[config.mk]
export PLATFORM = sky130hd
export DESIGN_NAME = cal_alarm_top
export DESIGN_NICKNAME = d
export VERILOG_FILES = /design/src/rtl/alm_pkg.sv /design/src/rtl/alm_rst_sync.sv /design/src/rtl/alm_regs.sv /design/src/rtl/alm_match.sv /design/src/rtl/alm_flag.sv /design/src/rtl/cal_alarm_top.sv
export SDC_FILE = /design/constraint.sdc
export NUM_CORES = 1
export LEC_CHECK = 0
export BUFFER_PORTS_ARGS = -buffer_cell sky130_fd_sc_hd__clkbuf_2
export CORE_MARGIN = 5
export CORE_UTILIZATION = 31
export CTS_BUF_LIST = sky130_fd_sc_hd__clkbuf_8
export DETAILED_ROUTE_END_ITERATION = 6
export PLACE_DENSITY_LB_ADDON = 0.08
export REMOVE_ABC_BUFFERS = 1
export SLEW_MARGIN = 5
export SYNTH_ARGS = -nofsm -noshare
export SYNTH_HDL_FRONTEND = slang
export SYNTH_SLANG_ARGS = --single-unit
export TNS_END_PERCENT = 30
[constraint.sdc]
create_clock -name clk -period 2.3 [get_ports clk]
set_input_delay 0.69 -clock clk [delete_from_list [all_inputs] [get_ports clk]]
set_output_delay 0.69 -clock clk [all_outputs]
set_load 0.05 [all_outputs]
[src/rtl/alm_pkg.sv]
`timescale 1ns/1ps
package alm_pkg;
  localparam int NFIELD   = 4;
  localparam int REG_W    = 8;
  localparam int FLD_W    = REG_W - 1;
  localparam int EXCL_BIT = REG_W - 1;

  // field slots; the slot index is also the write address
  localparam int FI_MIN  = 0;
  localparam int FI_HOUR = 1;
  localparam int FI_DAY  = 2;
  localparam int FI_WDAY = 3;
  localparam int AD_CTRL = NFIELD;

  // control register bits
  localparam int CB_IRQEN = 0;
  localparam int CB_FLAG  = 1;
  localparam int CB_H12   = 2;

  function automatic logic [FLD_W-1:0] field_mask(input int idx);
    case (idx)
      FI_MIN:  return 7'h7F;
      FI_HOUR: return 7'h3F;
      FI_DAY:  return 7'h3F;
      default: return 7'h07;
    endcase
  endfunction

  function automatic logic [6:0] bcd_to_bin(input logic [6:0] b);
    logic [6:0] tens;
    tens = {4'b0000, b[6:4]};
    return (tens << 3) + (tens << 1) + {3'b000, b[3:0]};
  endfunction

  // alarm hour register value -> hour 0..23 (out-of-range codes map above 23)
  function automatic logic [6:0] hour_to_24(input logic [5:0] a, input logic h12);
    logic [6:0] hb;
    if (!h12) begin
      hb = bcd_to_bin({1'b0, a});
    end else begin
      hb = bcd_to_bin({2'b00, a[4:0]});
      if (hb == 7'd12) hb = a[5] ? 7'd12 : 7'd0;
      else if (a[5])   hb = hb + 7'd12;
    end
    return hb;
  endfunction
endpackage

[src/rtl/alm_rst_sync.sv]
`timescale 1ns/1ps
module alm_rst_sync #(
  parameter int STAGES = 2
) (
  input  logic clk,
  input  logic rst_n,
  output logic rst_s_n
);
  logic [STAGES-1:0] sync_q;
  logic [STAGES-1:0] sync_d;

  always_comb sync_d = {sync_q[STAGES-2:0], 1'b1};

  always_ff @(posedge clk or negedge rst_n) begin
    if (!rst_n) sync_q <= '0;
    else        sync_q <= sync_d;
  end

  assign rst_s_n = sync_q[STAGES-1];
endmodule

[src/rtl/alm_regs.sv]
`timescale 1ns/1ps
module alm_regs
  import alm_pkg::*;
#(
  parameter int ADDR_W = 3
) (
  input  logic                           clk,
  input  logic                           rst_n,
  input  logic                           wr_en,
  input  logic [ADDR_W-1:0]              wr_addr,
  input  logic [REG_W-1:0]               wr_data,
  output logic [NFIELD-1:0][REG_W-1:0]   alm_q,
  output logic                           irq_en_q,
  output logic                           h12_q,
  output logic                           flag_clr
);
  localparam logic [REG_W-1:0] ALM_RST = REG_W'(1) << EXCL_BIT;

  logic [NFIELD-1:0]             fld_we;
  logic [NFIELD-1:0][REG_W-1:0]  alm_d;
  logic                          ctrl_we;
  logic                          irq_en_d;
  logic                          h12_d;

  always_comb begin
    for (int i = 0; i < NFIELD; i++) begin
      fld_we[i] = wr_en && (wr_addr == ADDR_W'(i));
      alm_d[i]  = fld_we[i] ? wr_data : alm_q[i];
    end
    ctrl_we  = wr_en && (wr_addr == ADDR_W'(AD_CTRL));
    irq_en_d = ctrl_we ? wr_data[CB_IRQEN] : irq_en_q;
    h12_d    = ctrl_we ? wr_data[CB_H12]   : h12_q;
    flag_clr = ctrl_we && !wr_data[CB_FLAG];
  end

  always_ff @(posedge clk or negedge rst_n) begin
    if (!rst_n) begin
      alm_q    <= {NFIELD{ALM_RST}};
      irq_en_q <= 1'b0;
      h12_q    <= 1'b0;
    end else begin
      for (int i = 0; i < NFIELD; i++) begin
        if (fld_we[i]) alm_q[i] <= alm_d[i];
      end
      if (ctrl_we) begin
        irq_en_q <= irq_en_d;
        h12_q    <= h12_d;
      end
    end
  end
endmodule

[src/rtl/alm_match.sv]
`timescale 1ns/1ps
module alm_match
  import alm_pkg::*;
(
  input  logic [NFIELD-1:0][REG_W-1:0] alm_q,
  input  logic [NFIELD-1:0][FLD_W-1:0] cur,
  input  logic                         h12,
  output logic                         hit
);
  logic [NFIELD-1:0] incl;
  logic [NFIELD-1:0] eq;

  for (genvar gi = 0; gi < NFIELD; gi++) begin : g_cmp
    assign incl[gi] = ~alm_q[gi][EXCL_BIT];
    if (gi == FI_HOUR) begin : g_hour
      assign eq[gi] = (hour_to_24(alm_q[gi][5:0], h12) ==
                       bcd_to_bin(cur[gi] & field_mask(gi)));
    end else begin : g_plain
      assign eq[gi] = ((alm_q[gi][FLD_W-1:0] & field_mask(gi)) ==
                       (cur[gi] & field_mask(gi)));
    end
  end

  always_comb hit = (|incl) && (&(eq | ~incl));
endmodule

[src/rtl/alm_flag.sv]
`timescale 1ns/1ps
module alm_flag
  import alm_pkg::*;
(
  input  logic             clk,
  input  logic             rst_n,
  input  logic             sec_tick,
  input  logic [FLD_W-1:0] cur_sec,
  input  logic             hit,
  input  logic             flag_clr,
  input  logic             irq_en,
  output logic             flag_q,
  output logic             irq_n
);
  logic eval;
  logic set_ev;
  logic flag_d;

  always_comb begin
    eval   = sec_tick && (cur_sec == '0);
    set_ev = eval && hit;
    if (set_ev)        flag_d = 1'b1;
    else if (flag_clr) flag_d = 1'b0;
    else               flag_d = flag_q;
  end

  always_ff @(posedge clk or negedge rst_n) begin
    if (!rst_n) flag_q <= 1'b0;
    else        flag_q <= flag_d;
  end

  assign irq_n = ~(flag_q & irq_en);


  fl_eval_only_chk: assert property (@(posedge clk) disable iff (!rst_n)
    (!eval && !flag_q) |=> !flag_q);

  fl_set_wins_chk: assert property (@(posedge clk) disable iff (!rst_n)
    (eval && hit) |=> flag_q);

  fl_sticky_chk: assert property (@(posedge clk) disable iff (!rst_n)
    (flag_q && !flag_clr) |=> flag_q);

  fl_clear_chk: assert property (@(posedge clk) disable iff (!rst_n)
    (flag_clr && !(eval && hit)) |=> !flag_q);
endmodule

[src/rtl/cal_alarm_top.sv]
`timescale 1ns/1ps
module cal_alarm_top
  import alm_pkg::*;
#(
  parameter int ADDR_W = 3
) (
  input  logic              clk,
  input  logic              rst_n,
  input  logic              wr_en,
  input  logic [ADDR_W-1:0] wr_addr,
  input  logic [REG_W-1:0]  wr_data,
  input  logic              sec_tick,
  input  logic [6:0]        cur_sec,
  input  logic [6:0]        cur_min,
  input  logic [5:0]        cur_hour,
  input  logic [5:0]        cur_day,
  input  logic [2:0]        cur_wday,
  output logic              alarm_flag,
  output logic              irq_n
);
  logic                         rst_s_n;
  logic [NFIELD-1:0][REG_W-1:0] alm_q;
  logic [NFIELD-1:0][FLD_W-1:0] cur_pk;
  logic                         irq_en;
  logic                         h12;
  logic                         flag_clr;
  logic                         hit;

  always_comb begin
    cur_pk[FI_MIN]  = cur_min;
    cur_pk[FI_HOUR] = {1'b0, cur_hour};
    cur_pk[FI_DAY]  = {1'b0, cur_day};
    cur_pk[FI_WDAY] = {4'b0000, cur_wday};
  end

  alm_rst_sync #(.STAGES(2)) u_rst (
    .clk(clk), .rst_n(rst_n), .rst_s_n(rst_s_n)
  );

  alm_regs #(.ADDR_W(ADDR_W)) u_regs (
    .clk(clk), .rst_n(rst_s_n), .wr_en(wr_en), .wr_addr(wr_addr),
    .wr_data(wr_data), .alm_q(alm_q), .irq_en_q(irq_en), .h12_q(h12),
    .flag_clr(flag_clr)
  );

  alm_match u_match (
    .alm_q(alm_q), .cur(cur_pk), .h12(h12), .hit(hit)
  );

  alm_flag u_flag (
    .clk(clk), .rst_n(rst_s_n), .sec_tick(sec_tick), .cur_sec(cur_sec),
    .hit(hit), .flag_clr(flag_clr), .irq_en(irq_en),
    .flag_q(alarm_flag), .irq_n(irq_n)
  );


  irq_quiet_chk: assert property (@(posedge clk) disable iff (!rst_s_n)
    !alarm_flag |-> irq_n);

  irq_drive_chk: assert property (@(posedge clk) disable iff (!rst_s_n)
    (alarm_flag && irq_en) |-> !irq_n);

  all_excl_chk: assert property (@(posedge clk) disable iff (!rst_s_n)
    (alm_q[0][EXCL_BIT] && alm_q[1][EXCL_BIT] && alm_q[2][EXCL_BIT] &&
     alm_q[3][EXCL_BIT] && !alarm_flag) |=> !alarm_flag);
endmodule

# Yosys cells after proc, flatten, opt, wreduce, memory -nomap -nowiden
# Cells that the tools add are included.
word_totals:
  elab_cells: 53
  out_inout_bits: 2
  reg_bits: 37
  inputBits: 44
classes:
  add_sub_neg: 7
  eq_ne: 9
  mux: 6
  n_bitwise: 8
  reduce_logical: 15
op_table:
  columns: ["operator", "count"]
  rows:
  - ["$add 7x4->7", 3]
  - ["$mux 7", 3]
  - ["$eq 7x7->1", 2]
  - ["$add 5x3->6", 2]
  - ["$logic_and 1x1->1", 9]
  - ["$add 7x4->7 const B", 1]
  - ["$eq 7x4->1 const B", 1]
  - ["$logic_not 7->1", 1]
  - ["$eq 3x2->1 const B", 2]
  - ["$eq 6x6->1", 1]
  - ["$add 4x2->5", 1]
  - ["$not 1->1", 5]
  - ["$mux 4", 1]
  - ["$not 4->4", 1]
  - ["$or 4x4->4", 1]
  - ["$reduce_and 4->1", 1]
  - ["$reduce_or 4->1", 1]
  - ["$eq 3x1->1 const B", 1]
  - ["$eq 3x3->1", 1]
  - ["$eq 3x3->1 const B", 1]
  - ["$logic_not 3->1", 1]
  - ["$mux 1", 2]
  - ["$reduce_bool 2->1", 1]
  - ["$and 1x1->1", 1]
  - ["$logic_not 1->1", 1]

# Longest topological paths before layout
# Gate-level depths: netlist (run 1).
logic_depth:
  ltp_word: 12
  depth_mapped: 11

# Hierarchy
# A second synthesis (run 1) with hierarchy kept.
unflattened:
  cells_unflattened: 168
  hier_area_um2: 2104.5
by_module_without_submodules:
  columns: ["mod", "cells_each", "area_each_um2", "instances", "seq_area_each_um2"]
  rows:
  - ["alm_regs", 76, 1320.0, 1, 855.8]
  - ["alm_match", 81, 665.6, 1, 0.0]
  - ["alm_flag", 7, 61.3, 1, 25.0]
  - ["alm_rst_sync", 3, 53.8, 1, 50.0]
  - ["cal_alarm_top", 1, 3.8, 1, 0.0]

# Worst setup path after synthesis (run 1)
# Ideal clock, no wire load.
synth_timing:
  path_kind: "flip-flop to flip-flop"
  startpoint: "reg u_regs.alm_q[12] (netlist name)"
  endpoint: "reg u_flag.flag_q"
  path_buffers: 0
  stages_incl_launch_ff: 11
  required_ns: 2.224
  arrival_ns: 2.124
  synth_period_minus_slack_ns: 2.201
  setup_time_ns: 0.076
  setup_slack_ns: 0.099
  cell_sequence: "dfrtp_1 -> ha_1 -> ha_1 -> xor2_1 -> ha_1 -> nor3b_1 -> a21boi_0 -> o221ai_1 -> xnor2_1 -> nand4_1 -> o21ai_1"
synth_between:
  elab_chain_cells: 12
synth_lines:
  columns: ["item", "line", "rtl"]
  rows:
  - ["from (decl)", "alm_regs.sv:12", "output logic [NFIELD-1:0][REG_W-1:0] alm_q,"]
  - ["from (signal assigned)", "alm_regs.sv:38", "alm_q <= {NFIELD{ALM_RST}};"]
  - ["from (signal, indexed assignment)", "alm_regs.sv:43", "if (fld_we[i]) alm_q[i] <= alm_d[i];"]
  - ["$add 4x2->5", "alm_pkg.sv:32", "return (tens << 3) + (tens << 1) + {3'b000, b[3:0]};"]
  - ["$add 7x4->7", "alm_pkg.sv:32", null]
  - ["$add 7x4->7", "alm_pkg.sv:43", "else if (a[5]) hb = hb + 7'd12;"]
  - ["$mux 7", "alm_pkg.sv:43", null]
  - ["$mux 7", "alm_pkg.sv:42", "if (hb == 7'd12) hb = a[5] ? 7'd12 : 7'd0;"]
  - ["$mux 7 (*)", "alm_pkg.sv:38", "if (!h12) begin"]
  - ["$eq 7x7->1 (*)", "alm_match.sv:16", "assign eq[gi] = (hour_to_24(alm_q[gi][5:0], h12) =="]
  - ["$or 4x4->4 (*)", "alm_match.sv:24", "always_comb hit = (|incl) && (&(eq | ~incl));"]
  - ["$reduce_and 4->1 (*)", "alm_match.sv:24", null]
  - ["$logic_and 1x1->1 (*)", "alm_match.sv:24", null]
  - ["$logic_and 1x1->1 (*)", "alm_flag.sv:21", "set_ev = eval && hit;"]
  - ["$mux 1 / $reduce_bool 2->1 (equally long branches)", null, null]
  - ["to (signal assigned)", "alm_flag.sv:29", "else flag_q <= flag_d;"]
  - ["to (decl)", "alm_flag.sv:12", "output logic flag_q,"]
# Every way passes the cells marked *; elsewhere a longest branch is shown, timed or not.
# A chain may end at the register's enable or synchronous reset.

# Final worst setup path (run 1)
# Ends and elaborated chain as after synthesis.

==> impl_metrics.ini, run 1 <==
[power]
pwr-share-comb = 0.342
peakVddDrop_mv = 0.450
seqPwrFrac = 0.385
power_density_nw_per_um2 = 842
netSwitchingFraction = 0.303
pwr-share-clk = 0.272
finalPower_mw = 2.02
p_leak_nw = 1.05
p_int_mw = 1.40
p_switching_uw = 611

[synthesis]
synth_edf_count = 0
synth.area.top_cells = dfrtp_1 37%, mux2_2 16%, xnor2_1 6.2%, ha_1 6.2%, dfstp_2 5.8%
ys_ff_latch = 31
syn_area_sq_um = 1820
yosysSeqAreaShare = 0.428
ys.flop_type = dfrtp_1
synth_top_area_frac = 0.370
netlist_instances = 157
synth.avg_cell_area_sq_um = 11.6
synthMostInstantiatedCell = dfrtp_1
async_flop_share = 1.00
yosysUniqueCellTypes = 40
synth.cells.most_frequent = 27 x dfrtp_1, 26 x mux2_2, 13 x xnor2_1
yosysWarnings = 0
yosys.area.top_type = dfrtp_1

[placement]
place_area_sq_um = 2180
pre_cts_slack_ps = -173
io_buffer_count = 45
place.gp.congestion = 0.732
dpl.hpwl_mm = 3.50
place_inst = 281

[grt]
grt_usage = 0.119
met1_usage = 0.158
grt_first_pass_wirelength_mm = 6.92
use_met3 = 0.0323
overflow = 0
use_met2 = 0.191
grt_antenna_before_repair = 0
grt_max_degree = 16
grt_pass1_vias = 1511
grt.busiest_layer = met2

[finish]
drive_gt1_frac = 0.479
synthToLayoutAreaGrowth_pct = 31.2
design_area_sq_um = 2390
layout.nets = 269
insertedDiodeCount = 0
final_core_util = 0.412
stdcell_count = 290

[sta]
rsz0062_at_grt = true
hold_violations = 0
fin_crit_ps = 2160
worstMarginPinSlew_ps = 646
fmax_mhz = 463
timing.setup.tns_ps = 0
slew_viol_final = 0
min_period_over_period = 0.940
maxSlewHeadroom = 0.569
finalWorstSetupSlack_ps = 138
fin_worst_skew_ps = 5.67
finalSetupViolCount = 0
holdWs_ps = 184

[detailed_routing]
via_per_inst = 4.83
dr.pass1.iters = 4
antenna_left = 0
wire_per_inst_um = 14.8
dr_total_vias = 1401
routed_wl_mm = 4.30
dr.first_iter.drc_count = 34
drc_errors = 0

[critical_path]
rrSetupSlack_ps = 140
cp.depth = 10
crit_arrival_ps = 2360
path_max_fanout = 4
worst_path_most_repeated_cell = ha_4
slowest_stage = dfrtp_2
cp-end-kind = register
worstPathRequired_ps = 2500
critical_path_buf_inv_count = 0
cp-start-kind = register
crit_family = adder cells
crit_type = reg2reg
crit_path_cell_trace = ha_4, ha_4, xor2_4, ha_2, nor3b_4, a21boi_1, o221ai_1, xnor2_1, nand4_1, o21ai_1
reg2reg_depth = 10
slowest_delay_ps = 450

[cts]
cts.sinks = 31
cts_buffers = 5
clkTransAtPathRegs_ps = 60
htree_levels = 2
insertion_delay_ps = 280
cts_max_path_buffers = 2
cts_tree = done
root_buffer = clkbuf_8
postCtsHoldBufs = 0

[min_path]
hp-class = in2async

[die]
io_pins = 46
rows = 28
die_h_um = 86.7
start_util = 0.314
dieWidth_um = 86.7
fp.dieArea_sq_um = 7520
core_sq_um = 5820

[run_status]
status = complete, no violations

[job]
max-cap-violations = 0
## metal layers
layer  share of wire  up-vias
met5               0        -
met4          0.0028        0
met3           0.052        4
met2            0.49       39
met1            0.45      680
li1                -      678
## worst reg2reg max path, delay by kind of cell (launching register included)
family | cells | cell delay [ps]
AOI/OAI and AO/OA | 3 | 440
and+or+nand+nor | 2 | 350
xor gates and xnor gates | 2 | 310
adders and majority gates | 3 | 550
DFF | 1 | 450
## registers in the layout (all words and copies together) (netlist names)
signal           flops
u_regs.alm_q        26
u_flag.flag_q        1
u_rst.sync_q         2
u_regs.h12_q         1
u_regs.irq_en_q      1
## layout by cell type (no fill, tap or decap), types with 2 or more instances in the layout
master	n
xor2_1	11
o21ai_1	3
buf_4	7
xnor2_1	13
ha_4	3
ha_1	5
nand2_1	6
mux2_2	26
nor2_1	3
nor2b_1	2
a21oi_1	4
dfrtp_1	26
a31oi_1	3
nand4_1	2
clkbuf_8	6
o21ai_0	2
inv_1	6
clkbuf_2	45
dfstp_2	4
nor4_1	4
a21boi_1	2
nand3_1	4
## what timing repair did
action                                  in CTS  in global routing
endpoints found under the hold margin        0                  0
pin swaps                                    1                  9
setup buffers                                0                  1
resized for setup                            5                 15
endpoints found under the setup margin       1                  1
## final timing paths
kind / start / end
max: u_regs.alm_q[12] / u_flag.flag_q
min: rst_n / u_rst.sync_q[1]
max reg2reg: u_regs.alm_q[12] / u_flag.flag_q
min reg2reg: u_rst.sync_q[1] / u_regs.alm_q[11]
max in group asynchronous: u_rst.sync_q[1] / u_regs.alm_q[23]
min in group clk: u_rst.sync_q[0] / u_rst.sync_q[1]
## area by class of cell
class	count	area, sq um
tap	75	93.8
timing repair buffer	52	278
fill	586	3420
clock buffer	6	82.6
sequential	31	782
multi-input combinational	118	1100
clock inverter	2	35.0
inverter	6	22.5
## cell families (layout without fill, tap and decap cells)
logic type	after synthesis	after routing	share of synthesized area
AOI/OAI and AO/OA	24	24	0.0885
xor gates and xnor gates	25	25	0.120
adders and majority gates	11	11	0.0837
buffers and inverters	8	66	0.0165
DFF	31	31	0.428
muxes	27	27	0.166
other	1	1	0.00206
and+or+nand+nor	30	30	0.0953
## power by group through the flow
stage	clock, mW	sequential (mW)	combinational [mW]
after floorplan	0	0.749	0.429
after global placement	0	0.768	0.568
after detailed placement	0	0.775	0.589
after CTS	0.570	0.767	0.615
after global routing	0.593	0.793	0.774
final	0.549	0.776	0.690
No activity file was read; power rests on OpenSTA's default activity.
==> run 2, diff against run 1 <==
--- a/config.mk
+++ b/config.mk
@@ -10,8 +10,9 @@
 export CORE_UTILIZATION = 31
 export CTS_BUF_LIST = sky130_fd_sc_hd__clkbuf_8
 export DETAILED_ROUTE_END_ITERATION = 6
-export PLACE_DENSITY_LB_ADDON = 0.08
+export PLACE_DENSITY_LB_ADDON = 0.25
 export REMOVE_ABC_BUFFERS = 1
+export SETUP_SLACK_MARGIN = 0.2
 export SLEW_MARGIN = 5
 export SYNTH_ARGS = -nofsm -noshare
 export SYNTH_HDL_FRONTEND = slang
==> run 2 against run 1 <==
Worst setup slack got worse by 89 ps. Count of clock-buffer cells in the layout is 1 lower. Cell count increased by 1.4%. Clock skew is 3.7 ps lower. Via count is 3.4% lower. Largest cell class unchanged.
==> impl_metrics.ini, run 2 (synthesized netlist as in run 1, its figures left out) <==
[detailed_routing]
dr.pass1.iters = 4
wire_per_inst_um = 13.6
dr.first_iter.drc_count = 22
dr_total_vias = 1354
antenna_left = 0
drc_errors = 0
routed_wl_mm = 4.01
via_per_inst = 4.61

[power]
power_density_nw_per_um2 = 782
p_leak_nw = 1.06
peakVddDrop_mv = 0.434

[cts]
cts_buffers = 5
insertion_delay_ps = 280
postCtsHoldBufs = 0
cts_max_path_buffers = 2
root_buffer = clkbuf_8
cts.sinks = 31
cts_tree = done
clkTransAtPathRegs_ps = 60
htree_levels = 2

[finish]
largest_reg_flops = 26
insertedDiodeCount = 0
fillers = 586
drive_gt1_frac = 0.479
layout.nets = 273
most-common-layout-cells = 45 x clkbuf_2, 27 x dfrtp_1, 26 x mux2_2
largestRegisters = u_regs.alm_q (26), u_rst.sync_q (2)
final_common_cell = clkbuf_2
synthToLayoutAreaGrowth_pct = 29.8
regMostFlops = u_regs.alm_q

[grt]
grt_antenna_before_repair = 0
grt_usage = 0.118
grt_first_pass_wirelength_mm = 6.94
grt_max_degree = 30
grt_pass1_vias = 1445
overflow = 0

[critical_path]
critical_path_buf_inv_count = 1
r2r-start = u_regs.alm_q[12]
crit_type = reg2reg
slowest_stage = dfrtp_1
rr_endpoint = u_flag.flag_q
cp.depth = 11
crit_arrival_ps = 2410
cp-start-kind = register
cp-startpoint = u_regs.alm_q[12]
slowest_delay_ps = 420
crit_path_cell_trace = ha_4, ha_4, xor2_2, ha_2, nor3b_4, buf_4, o311ai_2, o21ai_1, and3_1, o21ai_1, o21ai_1
path_max_fanout = 4
worst_path_most_repeated_cell = o21ai_1
cp-end-kind = register
reg2reg_depth = 11
endpoint = u_flag.flag_q
rrSetupSlack_ps = 50
worstPathRequired_ps = 2460
crit_family = adder cells

[job]
max-cap-violations = 0

[sta]
fin_worst_skew_ps = 1.92
fin_crit_ps = 2250
timing.setup.tns_ps = 0
slew_viol_final = 0
rsz0062_at_grt = true
finalWorstSetupSlack_ps = 48.9
finalSetupViolCount = 0
min_period_over_period = 0.979
fmax_mhz = 444
hold_violations = 0

[die]
start_util = 0.314
die_h_um = 86.7
fp.dieArea_sq_um = 7520
dieWidth_um = 86.7
io_pins = 46
rows = 28
core_sq_um = 5820

[placement]
dpl.hpwl_mm = 3.19
io_buffer_count = 45
place.gp.congestion = 0.776
pre_cts_slack_ps = -150

[run_status]
status = complete, no violations

[min_path]
hp-class = in2async
-- run 2: through the flow --
stage	utilization	cells	hold slack (ps)	power [mW]	cell area (sq um)
4_1_cts	0.399	292	176	1.82	2320
2_1_floorplan	-	155	331	1.18	1820
3_3_place_gp	0.378	283	261	1.36	2200
6_report	0.407	294	184	1.85	2370
5_1_grt	0.407	294	173	2.00	2370
3_5_place_dp	0.378	283	258	1.37	2200
-- run 2: power breakdown --
group	leakage, nW	total [mW]	internal (mW)	switching, mW
Sequential	0.368	0.764	0.668	0.0957
Clock	0.0505	0.393	0.203	0.190
Combinational	0.642	0.695	0.392	0.304
Total	1.06	1.85	1.26	0.590
-- run 2: worst min-delay path by stage --
stage / from / end / slack [ps] / depth (start not counted)
after detailed placement: u_rst.sync_q[1] / u_regs.alm_q[16] / 260 / 1
final: rst_n / u_rst.sync_q[0] / 180 / 1
after CTS: rst_n / u_rst.sync_q[1] / 180 / 1
after global routing: rst_n / u_rst.sync_q[1] / 170 / 1
after global placement: u_rst.sync_q[1] / u_regs.alm_q[25] / 260 / 1
after floorplan: u_rst.sync_q[0] / u_rst.sync_q[1] / 330 / 0
-- run 2: cell type report --
type	instances	area (sq um)	share of cell area
clock buffer	5	68.8	0.0291
timing repair buffer	56	308	0.130
tap	75	93.8	0.0396
sequential	31	781	0.330
inverter	6	22.5	0.00951
multi-input combinational	118	1080	0.457
clock inverter	3	12.5	0.00528
-- run 2: repair_timing --
item                                   4_1_cts  5_1_grt
pin swaps                                   10        8
resized for setup                           13        5
setup endpoints to repair                    1        1
endpoints found under the hold margin        0        0
buffers inserted                             1        2
-- run 2: routing by layer --
layer,wire [um],vias up,global-route usage
met3,249,5,0.0342
met1,1880,628,0.161
li1,-,684,-
met4,46,0,0.0340
met5,0,-,0
met2,1830,37,0.184
==> run 3, diff against run 2 <==
--- a/config.mk
+++ b/config.mk
@@ -7,7 +7,7 @@
 export LEC_CHECK = 0
 export BUFFER_PORTS_ARGS = -buffer_cell sky130_fd_sc_hd__clkbuf_2
 export CORE_MARGIN = 5
-export CORE_UTILIZATION = 31
+export CORE_UTILIZATION = 59
 export CTS_BUF_LIST = sky130_fd_sc_hd__clkbuf_8
 export DETAILED_ROUTE_END_ITERATION = 6
 export PLACE_DENSITY_LB_ADDON = 0.25
==> run 3 against run 2 <==
Utilization increased by 37 points. Maximum frequency increased by 3.2%. Sequential power increased by 2%. First-iteration DRC count increased to 2.7 times the previous value. Wire length increased by 8.5%. Die area decreased by 43%. Cell count decreased by 16%. Worst setup slack improved by 70 ps. Non-clock buffer count decreased by 5. Global-route usage increased by 9.9 points. Largest power group unchanged. Highest routed layer unchanged.
==> impl_metrics.ini, run 3 (synthesized netlist as in run 1, its figures left out) <==
[run_status]
status = complete, no violations

[power]
pwr-share-comb = 0.375
finalPower_mw = 1.98
p_int_mw = 1.34
netSwitchingFraction = 0.325
power_density_nw_per_um2 = 847
p_switching_uw = 643
peakVddDrop_mv = 0.663
p_leak_nw = 1.04
pwr-share-clk = 0.230
seqPwrFrac = 0.395

[cts]
cts.sinks = 31
cts_buffers = 5
postCtsHoldBufs = 0
cts_max_path_buffers = 2
htree_levels = 2
root_buffer = clkbuf_8
insertion_delay_ps = 280
cts_tree = done
clkTransAtPathRegs_ps = 60

[detailed_routing]
antenna_left = 0
dr.first_iter.drc_count = 59
via_per_inst = 5.88
drc_errors = 0
dr.pass1.iters = 5
routed_wl_mm = 4.35
wire_per_inst_um = 17.6
dr_total_vias = 1452

[critical_path]
crit_arrival_ps = 2390
crit_type = reg2reg
path_max_fanout = 3
r2r-start = u_regs.alm_q[12]
cp-startpoint = u_regs.alm_q[12]
slowest_delay_ps = 420
crit_path_cell_trace = ha_4, inv_1, fa_2, or2b_1, a221o_1, a31oi_1, xnor2_1, nand4_1, o21ai_1
crit_family = compound AO/OA/AOI/OAI gates
critical_path_buf_inv_count = 1
cp-end-kind = register
slowest_stage = dfrtp_2
worstPathRequired_ps = 2510
cp-start-kind = register

[placement]
dpl.hpwl_mm = 3.15
io_buffer_count = 45
place.gp.congestion = 0.884
place_inst = 237
pre_cts_slack_ps = -205

[die]
core_sq_um = 3000
die_h_um = 65.6
fp.dieArea_sq_um = 4300
start_util = 0.608
dieWidth_um = 65.6
io_pins = 46
rows = 20

[sta]
rsz0062_at_grt = true
fmax_mhz = 458
hold_violations = 0
fin_crit_ps = 2180
slew_viol_final = 0
finalWorstSetupSlack_ps = 119
fin_worst_skew_ps = 6.79
min_period_over_period = 0.948
finalSetupViolCount = 0
holdWs_ps = 187

[finish]
insertedDiodeCount = 0
synthToLayoutAreaGrowth_pct = 28.1
largestRegisters = u_regs.alm_q (26), u_rst.sync_q (2)
drive_gt1_frac = 0.500
largest_reg_flops = 26
final_core_util = 0.778
most-common-layout-cells = 45 x clkbuf_2, 26 x mux2_2, 25 x dfrtp_1
layout.nets = 268
final_common_cell = clkbuf_2
stdcell_count = 247
regMostFlops = u_regs.alm_q

[grt]
grt_max_degree = 30
grt_usage = 0.217
grt_first_pass_wirelength_mm = 7.01
overflow = 0
grt_pass1_vias = 1534
grt_antenna_before_repair = 0

[min_path]
hp-class = in2async

[job]
max-cap-violations = 0
## run 3: changes by cell type in the layout (fill, tap and decap cells not counted), moves of 2 or more
cell      before  now
buf_4         11    6
clkbuf_8       5    7
dfrtp_1       27   25
dfrtp_2        0    2
ha_1           6    4
## run 3: power by group through the flow
stage	logic [mW]	registers [mW]	clock network [mW]
after detailed placement	0.589	0.771	0
after CTS	0.688	0.777	0.461
after global routing	0.815	0.796	0.486
after global placement	0.553	0.759	0
final	0.742	0.782	0.455
after floorplan	0.429	0.749	0
## run 3: path summary, 6_finish.rpt
kind	to	slack, ps	cells after the start
max in group asynchronous	u_regs.alm_q[23]	1740	1
max	u_flag.flag_q	120	9
min	u_rst.sync_q[1]	190	1
min in group clk	u_rst.sync_q[1]	350	0
max reg2reg	u_flag.flag_q	120	9
min reg2reg	u_regs.alm_q[9]	250	1
## run 3: layout make-up
cell class              instances  area (sq um)
flip-flops and latches         31           783
well taps                      33          41.3
clock buffers                   7          96.3
inverters                       6          22.5
clock inverters                 1          3.75
repair buffers                 51           270
multi-input cells             118          1120
fillers                       207           666
## run 3: metrics by stage
stage                     area [sq um]  setup TNS, ps
after floorplan                   1820              0
after global placement            2110              0
after detailed placement          2110           -205
after CTS                         2310              0
after global routing              2340          -27.3
final                             2340              0
## run 3: worst register-to-register path, cell delays in order, from the launching register on
cell and delay (ps):
dfrtp_2 420, ha_4 170, inv_1 50, fa_2 340, or2b_1 230, a221o_1 310, a31oi_1 190, xnor2_1 150
nand4_1 120, o21ai_1 140
## run 3: repair_timing
action	in CTS	in global routing
setup endpoints to repair	1	1
resized for setup	19	6
pin swaps	10	2
setup buffers	2	0
## run 3: per-layer routing
layer / track usage / share of wire
met5: 0 / 0
met4: 0.0544 / 0.012
met3: 0.0769 / 0.092
met2: 0.379 / 0.50
met1: 0.252 / 0.40
